--- config.mk ---
export PLATFORM = sky130hd
export DESIGN_NAME = mdio_c45_master
export DESIGN_NICKNAME = d
export VERILOG_FILES = /design/src/rtl/mdio_c45_pkg.sv /design/src/rtl/mdio_c45_clkgen.sv /design/src/rtl/mdio_c45_frame.sv /design/src/rtl/mdio_c45_regs.sv /design/src/rtl/mdio_c45_master.sv
export SDC_FILE = /design/constraint.sdc
export NUM_CORES = 1
export LEC_CHECK = 0
export BUFFER_PORTS_ARGS = -buffer_cell sky130_fd_sc_hd__buf_4
export CAP_MARGIN = 20
export CORE_MARGIN = 2
export CORE_UTILIZATION = 50
export CTS_BUF_LIST = sky130_fd_sc_hd__clkbuf_2 sky130_fd_sc_hd__clkbuf_4 sky130_fd_sc_hd__clkbuf_8
export CTS_CLUSTER_SIZE = 28
export DETAILED_ROUTE_END_ITERATION = 6
export PLACE_DENSITY = 0.71
export SLEW_MARGIN = 20
export SYNTH_ARGS = -nofsm -noshare
export SYNTH_HDL_FRONTEND = slang
export SYNTH_SLANG_ARGS = --single-unit
export TNS_END_PERCENT = 30
--- constraint.sdc ---
create_clock -name clk -period 4 [get_ports clk]
set_input_delay 0.8 -clock clk [delete_from_list [all_inputs] [get_ports clk]]
set_output_delay 0.8 -clock clk [all_outputs]
set_load 0.05 [all_outputs]
--- src/rtl/mdio_c45_pkg.sv ---
package mdio_c45_pkg;

  typedef enum logic [1:0] {
    OP_ADDR  = 2'b00,
    OP_WRITE = 2'b01,
    OP_READ  = 2'b11
  } mgmt_op_e;

  typedef struct packed {
    mgmt_op_e    op;
    logic [4:0]  prt;
    logic [4:0]  dev;
    logic [15:0] payload;
  } mgmt_cmd_t;

  localparam int FRAME_BITS = 64;
  localparam int TA_FIRST   = 46;
  localparam int DATA_FIRST = 48;

  localparam logic [3:0] OFS_STAT = 4'h0;
  localparam logic [3:0] OFS_CTRL = 4'h4;
  localparam logic [3:0] OFS_DATA = 4'h8;
  localparam logic [3:0] OFS_ADDR = 4'hC;

  localparam int STAT_BUSY_BIT = 0;
  localparam int STAT_ERR_BIT  = 1;
  localparam int STAT_DIV_LSB  = 4;
  localparam int CTRL_RD_BIT   = 15;
  localparam int CTRL_PRT_LSB  = 8;
  localparam int CTRL_DEV_LSB  = 0;
  localparam int DATA_BUSY_BIT = 31;

  // Serial image of one management frame, first bit in the MSB.
  function automatic logic [FRAME_BITS-1:0] frame_word(mgmt_cmd_t c);
    return {{32{1'b1}}, 2'b00, c.op, c.prt, c.dev, 2'b10, c.payload};
  endfunction

endpackage

--- src/rtl/mdio_c45_clkgen.sv ---
module mdio_c45_clkgen #(
  parameter int DIV_W = 8
) (
  input  logic             clk,
  input  logic             rst_n,
  input  logic             run,
  input  logic [DIV_W-1:0] div,
  output logic             mdc,
  output logic             rise_p,
  output logic             fall_p
);

  logic [DIV_W-1:0] cnt_q;
  logic             wrap;

  assign wrap   = run && (cnt_q == div);
  assign rise_p = wrap && !mdc;
  assign fall_p = wrap && mdc;

  always_ff @(posedge clk or negedge rst_n) begin
    if (!rst_n) begin
      cnt_q <= '0;
      mdc   <= 1'b0;
    end else if (!run) begin
      cnt_q <= '0;
      mdc   <= 1'b0;
    end else if (wrap) begin
      cnt_q <= '0;
      mdc   <= ~mdc;
    end else begin
      cnt_q <= cnt_q + 1'b1;
    end
  end

endmodule

--- src/rtl/mdio_c45_frame.sv ---
module mdio_c45_frame
  import mdio_c45_pkg::*;
(
  input  logic        clk,
  input  logic        rst_n,
  input  logic        start,
  input  mgmt_cmd_t   cmd,
  input  logic        rise_p,
  input  logic        fall_p,
  input  logic        mdio_i,
  output logic        active,
  output mgmt_op_e    op_q,
  output logic        mdio_o,
  output logic        mdio_oe,
  output logic        rd_err,
  output logic        done,
  output logic [15:0] rx_data
);

  localparam int IDX_W = $clog2(FRAME_BITS);

  logic [FRAME_BITS-1:0] sh_q;
  logic [IDX_W-1:0]      idx_q;
  logic                  last_bit;
  logic                  is_rd;
  logic                  released;

  assign last_bit = (idx_q == IDX_W'(FRAME_BITS - 1));
  assign is_rd    = (op_q == OP_READ);
  assign released = is_rd && (idx_q >= IDX_W'(TA_FIRST));
  assign done     = active && fall_p && last_bit;
  assign mdio_o   = sh_q[FRAME_BITS-1];
  assign mdio_oe  = active && !released;

  always_ff @(posedge clk or negedge rst_n) begin
    if (!rst_n) begin
      active  <= 1'b0;
      op_q    <= OP_ADDR;
      sh_q    <= '0;
      idx_q   <= '0;
      rd_err  <= 1'b0;
      rx_data <= '0;
    end else if (start && !active) begin
      active <= 1'b1;
      op_q   <= cmd.op;
      sh_q   <= frame_word(cmd);
      idx_q  <= '0;
      rd_err <= 1'b0;
    end else if (active) begin
      if (rise_p && is_rd) begin
        if (idx_q == IDX_W'(TA_FIRST + 1)) rd_err <= mdio_i;
        if (idx_q >= IDX_W'(DATA_FIRST)) rx_data <= {rx_data[14:0], mdio_i};
      end
      if (fall_p) begin
        if (last_bit) begin
          active <= 1'b0;
        end else begin
          idx_q <= idx_q + 1'b1;
          sh_q  <= {sh_q[FRAME_BITS-2:0], 1'b0};
        end
      end
    end
  end

endmodule

--- src/rtl/mdio_c45_regs.sv ---
module mdio_c45_regs
  import mdio_c45_pkg::*;
#(
  parameter int DIV_W     = 8,
  parameter int DIV_RESET = 100
) (
  input  logic             clk,
  input  logic             rst_n,
  input  logic             reg_wr,
  input  logic [3:0]       reg_addr,
  input  logic [31:0]      reg_wdata,
  output logic [31:0]      reg_rdata,
  input  logic             eng_active,
  input  mgmt_op_e         eng_op,
  input  logic             eng_err,
  input  logic             eng_done,
  input  logic [15:0]      eng_rx,
  output logic             start,
  output mgmt_cmd_t        cmd,
  output logic [DIV_W-1:0] div,
  output logic             data_busy
);

  logic [DIV_W-1:0] div_q;
  logic [4:0]       prt_q;
  logic [4:0]       dev_q;
  logic [15:0]      data_q;
  logic             wr_ok;
  logic             unused_wbits;

  assign wr_ok        = reg_wr && !eng_active;
  assign div          = div_q;
  assign data_busy    = eng_active && (eng_op != OP_ADDR);
  assign unused_wbits = ^reg_wdata[31:16];

  // Launch decode: each frame starts as a side effect of one register write.
  always_comb begin
    start       = 1'b0;
    cmd.op      = OP_ADDR;
    cmd.prt     = prt_q;
    cmd.dev     = dev_q;
    cmd.payload = reg_wdata[15:0];
    if (wr_ok) begin
      case (reg_addr)
        OFS_CTRL: begin
          if (reg_wdata[CTRL_RD_BIT]) begin
            start       = 1'b1;
            cmd.op      = OP_READ;
            cmd.prt     = reg_wdata[CTRL_PRT_LSB +: 5];
            cmd.dev     = reg_wdata[CTRL_DEV_LSB +: 5];
            cmd.payload = 16'hFFFF;
          end
        end
        OFS_DATA: begin
          start  = 1'b1;
          cmd.op = OP_WRITE;
        end
        OFS_ADDR: begin
          start  = 1'b1;
          cmd.op = OP_ADDR;
        end
        default: ;
      endcase
    end
  end

  always_ff @(posedge clk or negedge rst_n) begin
    if (!rst_n) begin
      div_q  <= DIV_W'(DIV_RESET);
      prt_q  <= '0;
      dev_q  <= '0;
      data_q <= '0;
    end else begin
      if (wr_ok) begin
        case (reg_addr)
          OFS_STAT: div_q <= reg_wdata[STAT_DIV_LSB +: DIV_W];
          OFS_CTRL: begin
            prt_q <= reg_wdata[CTRL_PRT_LSB +: 5];
            dev_q <= reg_wdata[CTRL_DEV_LSB +: 5];
          end
          OFS_DATA: data_q <= reg_wdata[15:0];
          default: ;
        endcase
      end
      if (eng_done && eng_op == OP_READ) data_q <= eng_rx;
    end
  end

  always_comb begin
    reg_rdata = '0;
    case (reg_addr)
      OFS_STAT: begin
        reg_rdata[STAT_BUSY_BIT]            = eng_active;
        reg_rdata[STAT_ERR_BIT]             = eng_err;
        reg_rdata[STAT_DIV_LSB +: DIV_W]    = div_q;
      end
      OFS_CTRL: begin
        reg_rdata[CTRL_PRT_LSB +: 5] = prt_q;
        reg_rdata[CTRL_DEV_LSB +: 5] = dev_q;
      end
      OFS_DATA: begin
        reg_rdata[DATA_BUSY_BIT] = data_busy;
        reg_rdata[15:0]          = data_q;
      end
      default: ;
    endcase
  end

endmodule

--- src/rtl/mdio_c45_master.sv ---
module mdio_c45_master
  import mdio_c45_pkg::*;
#(
  parameter int DIV_W     = 8,
  parameter int DIV_RESET = 100
) (
  input  logic        clk,
  input  logic        rst_n,
  input  logic        reg_wr,
  input  logic [3:0]  reg_addr,
  input  logic [31:0] reg_wdata,
  output logic [31:0] reg_rdata,
  output logic        mdc,
  output logic        mdio_o,
  output logic        mdio_oe,
  input  logic        mdio_i
);

  logic             frame_active;
  logic             data_busy;
  logic [DIV_W-1:0] div_val;
  logic             start;
  mgmt_cmd_t        cmd;
  mgmt_op_e         eng_op;
  logic             rd_err;
  logic             eng_done;
  logic [15:0]      rx_data;
  logic             rise_p;
  logic             fall_p;

  mdio_c45_regs #(
    .DIV_W     (DIV_W),
    .DIV_RESET (DIV_RESET)
  ) u_regs (
    .clk        (clk),
    .rst_n      (rst_n),
    .reg_wr     (reg_wr),
    .reg_addr   (reg_addr),
    .reg_wdata  (reg_wdata),
    .reg_rdata  (reg_rdata),
    .eng_active (frame_active),
    .eng_op     (eng_op),
    .eng_err    (rd_err),
    .eng_done   (eng_done),
    .eng_rx     (rx_data),
    .start      (start),
    .cmd        (cmd),
    .div        (div_val),
    .data_busy  (data_busy)
  );

  mdio_c45_clkgen #(
    .DIV_W (DIV_W)
  ) u_clkgen (
    .clk    (clk),
    .rst_n  (rst_n),
    .run    (frame_active),
    .div    (div_val),
    .mdc    (mdc),
    .rise_p (rise_p),
    .fall_p (fall_p)
  );

  mdio_c45_frame u_frame (
    .clk     (clk),
    .rst_n   (rst_n),
    .start   (start),
    .cmd     (cmd),
    .rise_p  (rise_p),
    .fall_p  (fall_p),
    .mdio_i  (mdio_i),
    .active  (frame_active),
    .op_q    (eng_op),
    .mdio_o  (mdio_o),
    .mdio_oe (mdio_oe),
    .rd_err  (rd_err),
    .done    (eng_done),
    .rx_data (rx_data)
  );

endmodule

Word level (Yosys, flattened, before mapping):

Index checks and enable logic that the tools add are counted.

* flip-flop bits (word level): 133
* bits in latches: 0
* memory bits (writable): 0
* memory bits (read-only): 0
* input bits: 40
* output and inout port bits: 35
* logic and storage cells: 95
* memories: 0

* add/sub/neg operators: 2
* multiply operators: 0
* div/mod/pow operators: 0
* order comparisons: 2
* eq/ne operators: 9
* shift operators: 0
* mux-type cells: 38
* bitwise gates (word level): 2
* reductions and logical operators: 30

Operators by type and width (count)
* $mux W64: 4
* $mux W28: 2
* $mux W16: 3
* $mux W26: 1
* $mux W6: 4
* $mux W8: 2
* $reduce_bool A2 Y1: 7
* $mux W1: 13
* $eq A6 B6 Y1 const B: 2
* $ge A6 B6 Y1 const B: 2
* $logic_and A1 B1 Y1: 12
* $pmux W4 S3: 1
* $add A8 B1 Y8 const B: 1
* $eq A4 B4 Y1 const B: 2
* $eq A8 B8 Y1: 1
* $pmux W2 S2: 2
* $add A6 B1 Y6 const B: 1
* $pmux W2 S3: 1
* $pmux W3 S2: 1
* $reduce_and A2 Y1: 3
* $reduce_and A3 Y1: 2
* $eq A4 B3 Y1 const B: 1
* $logic_not A4 Y1: 1
* $ne A2 B2 Y1 const B: 2
* 8 further kinds: 12

Depth between registers and ports, before layout:

* word-level depth: 8
* gate-level depth with buffers: 8
* gate-level depth less buffers: 6

Hierarchy:

From an unflattened synthesis, not the netlist that was laid out.

* cells, all modules: 661
* area, all modules: 6618.8 um^2

By module, submodules not included
* mdio_c45_frame: instances 1, cells an instance 373, area each 3898.7 um^2
* mdio_c45_regs: instances 1, cells an instance 239, area each 2227.1 um^2
* mdio_c45_clkgen: instances 1, cells an instance 49, area each 493.0 um^2

Worst setup path before layout:

No wires, ideal clock.

* path type: input-to-output
* start point: input reg_addr[2]
* end point: output reg_rdata[0]
* data arrival time: 2.196 ns
* setup slack: 1.004 ns
* stages: 4
* path through: nor2b_1 -> nor3b_1 -> a22oi_1 -> nand2_1

* longest elaborated chain between the ends: 2

RTL lines
* start, declared: RTL line mdio_c45_master.sv:10 `input logic [3:0] reg_addr,`
* $eq A4 B4 Y1 (tied with other cells): RTL line mdio_c45_regs.sv:91 `case (reg_addr)`
* $pmux W2 S3 (*): RTL line mdio_c45_regs.sv:91
* end, declared: RTL line mdio_c45_master.sv:12 `output logic [31:0] reg_rdata,`

Every way passes the cells marked *; elsewhere a longest branch is shown, timed or not.

Worst setup path after layout:

* start point: input reg_addr[3]
* end point: output reg_rdata[0]

The elaborated chain is that of the path after synthesis.

==> flow_metrics.py <==
metrics = {
    "power_and_ir_drop": {
        "powerDensity_mw_per_mm2": 562.4,
        "ir_drop_mv": 0.2742,
        "clkPwrFrac_pct": 25.3,
        "p_int_mw": 2.603,
        "power.share.combinational_pct": 29.5,
        "p_leak_nw": 3.516,
        "p_seq_share_pct": 45.1,
        "power_switching_mw": 1.469,
        "switching_share_pct": 36.07,
    },
    "floorplanning": {
        "initial_utilization_pct": 51.22,
        "fp.dieW_um": 117.7,
        "die_h_um": 117.7,
        "floorplan.die_area_mm2": 0.01385,
        "fp.coreArea_mm2": 0.01262,
        "pin_count": 75,
        "fp-row-count": 41,
    },
    "grt": {
        "track_usage_pct": 21.83,
        "grt_pass1_wl_um": 24030,
        "grt_max_degree": 71,
        "antenna_found_initial": 0,
        "grt_pass1_vias": 4726,
        "gr-total-overflow": 0,
    },
    "setup_path": {
        "path_class": "in -> out",
        "r2r-start": "u_frame.active$_DFF_PN0_",
        "critical_path_arrival_ns": 2.18,
        "cpMostUsedCell": "buf_4",
        "cp.required_ns": 3.20,
        "start_kind": "primary input",
        "cp_cell_sequence": "buf_4 > nor4_1 > buf_4 > a22oi_1 > nand2_1 > buf_4",
        "slowest_stage": "nor4_1",
        "critPathMaxStageDelay_ns": 0.57,
        "crit_start": "reg_addr[3]",
        "worstPathMaxFanout": 8,
        "critPathCaptureType": "primary output",
    },
    "timing": {
        "finalCritPeriodShare_pct": 74.61,
        "period_minus_slack_ns": 2.984,
        "rsz0062_at_grt": "false",
        "tns_ns": 0,
        "slew_violations": 0,
        "finalSetupViolCount": 0,
        "holdWs_ns": 0.4331,
        "tightest_slew_ns": 0.8717,
        "finalHoldViolations": 0,
        "setup_ws_ns": 1.016,
        "relSlewSlack_pct": 41.89,
        "max_freq_ghz": 0.3351,
        "finClkSkew_ns": 0.01380,
    },
    "clocking": {
        "post_cts_buffers": 0,
        "cts_tree": "done",
        "post_cts_resized": 0,
        "cts.path.max_buffers": 2,
        "htree_levels": 4,
        "cts_made_buffers": 17,
        "clock_latency_ns": 0.45,
        "postCtsHoldBufs": 0,
        "cts-root-buf": "clkbuf_8",
        "path_clk_slew_ns": 0.07,
        "cts.sinks": 133,
    },
    "synthesis": {
        "ys_types": 52,
        "synthArstFlopShare_pct": 100.0,
        "synth_edf_count": 0,
        "yosys_register_bits": 133,
        "synth_top_area_share_pct": 50.33,
        "yosys-top-cells-area": "dfrtp_1, mux2_2, nand2_1",
        "syn_avg_cell_area_um2": 10.33,
        "syn_area_mm2": 0.006464,
        "yosysWarnings": 0,
        "synth_top_area_cell": "dfrtp_1",
        "synth-seq-area-share_pct": 51.55,
        "synthCells": 626,
        "synthFlopType": "dfrtp_1",
    },
    "drt": {
        "vias": 4743,
        "finalWirelength_um": 14340,
        "drc_errors": 0,
        "drt_iter0_drc": 533,
        "drtPass1Iterations": 7,
        "ant_nets": 0,
        "via_per_inst": 5.620,
        "wl_per_cell_um": 16.99,
    },
    "place": {
        "dp_cells": 812,
        "portBuffers": 43,
        "place_hpwl_um": 9547,
        "gp_congestion": 0.8019,
        "place_ws_ns": 0.9673,
    },
    "layout": {
        "nets": 701,
        "layout_commonest_cell": "dfrtp_1",
        "diodes": 0,
        "syn_to_final_growth_pct": 12.00,
        "fin_util_pct": 57.37,
        "final_cells": 844,
        "drive_above_1_share_pct": 23.07,
        "layout_common_cells": "dfrtp_1, nand2_1, buf_4",
    },
    "run_status": {
        "status": "completed",
    },
    "hold_path": {
        "hold_path_class": "in -> async",
    },
    "flow_run": {
        "drv_cap": 0,
    },
}
[metal layers]
metal,routed length (um),part of all wire [%],vias to the layer above,GRT usage [%]
met5,0,0,-,0
met4,306,2.1,0,9.036
met3,661,4.6,21,5.426
met2,6881,48,123,32.89
met1,6492,45,2370,30.25
li1,-,-,2229,-
[kinds of logic after synthesis]
logic type      share of synthesized area (%)
simple gates                            16.69
flops                                   51.55
compound gates                          10.16
buf+inv                                 6.581
mux                                     12.54
xor+xnor                                2.033
fa+ha+maj                              0.3871
other cells                           0.05802
[layout make-up]
class	count	area (um2)
Fill cell	1093	5380
Timing Repair Buffer	56	432.9
Tap cell	172	215.2
Multi-Input combinational cell	416	2763
Sequential cell	133	3332
Clock inverter	13	110.1
Inverter	35	131.4
Clock buffer	19	255.2
[power groups by stage]
stage	Combinational (mW)	Clock, mW	Sequential (mW)
2_1_floorplan	0.946	0	1.80
3_3_place_gp	1.16	0	1.84
3_5_place_dp	1.20	0	1.86
4_1_cts	1.21	1.06	1.83
5_1_grt	1.33	1.13	1.88
6_report	1.20	1.03	1.84
[final timing paths]
kind	to	slack, ns	cells after the start
setup / recovery	reg_rdata[0]	1.02	6
max in group asynchronous	u_regs.div[6]$_DFFE_PN1P_	2.66	2
min in group clk	u_regs.data_q[15]$_DFFE_PN0P_	0.51	1
setup reg to reg	u_frame.sh_q[19]$_DFFE_PN0P_	1.28	6
hold reg to reg	u_regs.data_q[15]$_DFFE_PN0P_	0.51	1
hold / removal	u_clkgen.cnt_q[1]$_DFF_PN0_	0.43	1
[flip-flops by register name, summed over array words and instances, names as in the netlist]
| name | cells |
|---|---|
| u_clkgen.cnt_q | 8 |
| u_clkgen.mdc | 1 |
| u_frame.active | 1 |
| u_frame.idx_q | 6 |
| u_frame.op_q | 2 |
| u_frame.rd_err | 1 |
| u_frame.rx_data | 16 |
| u_frame.sh_q | 64 |
| u_regs.data_q | 16 |
| u_regs.dev_q | 5 |
| u_regs.div | 8 |
| u_regs.prt_q | 5 |
[synthesized netlist by cell type (2+ instances only)]
master and n:
nand4_1 2, buf_4 16, ha_1 2, dfrtp_1 130, mux2_4 10, nand3_1 36, buf_1 4, xor2_1 3
and4_1 3, o31ai_1 2, xnor2_1 12, nand3b_1 2, nand2b_1 2, a22oi_1 7, and3_1 6, nor3_1 36
nand2_1 84, nor2_1 22, mux2_2 48, and2_1 16, a211oi_1 2, a21oi_1 5, mux2i_1 12, a221o_1 10
clkbuf_1 27, inv_1 34, buf_6 2, a31oi_1 41, buf_2 7, o211ai_1 2, o21ai_0 13, a22o_1 6
dfstp_2 3
[worst max-delay path, delay by kind of cell]
kind,cells,cell delay [ns]
compound gates,1,0.08
buf+inv,3,0.62
simple gates,2,0.68
[per-stage QoR]
step | instance area, um2 | power (mW)
detailed placement | 6874 | 3.058
floorplan | 6516 | 2.749
finish | 7239 | 4.072
global placement | 6874 | 3.009
CTS | 7239 | 4.105
global route | 7239 | 4.337
Power figures use the tool's default switching activity.
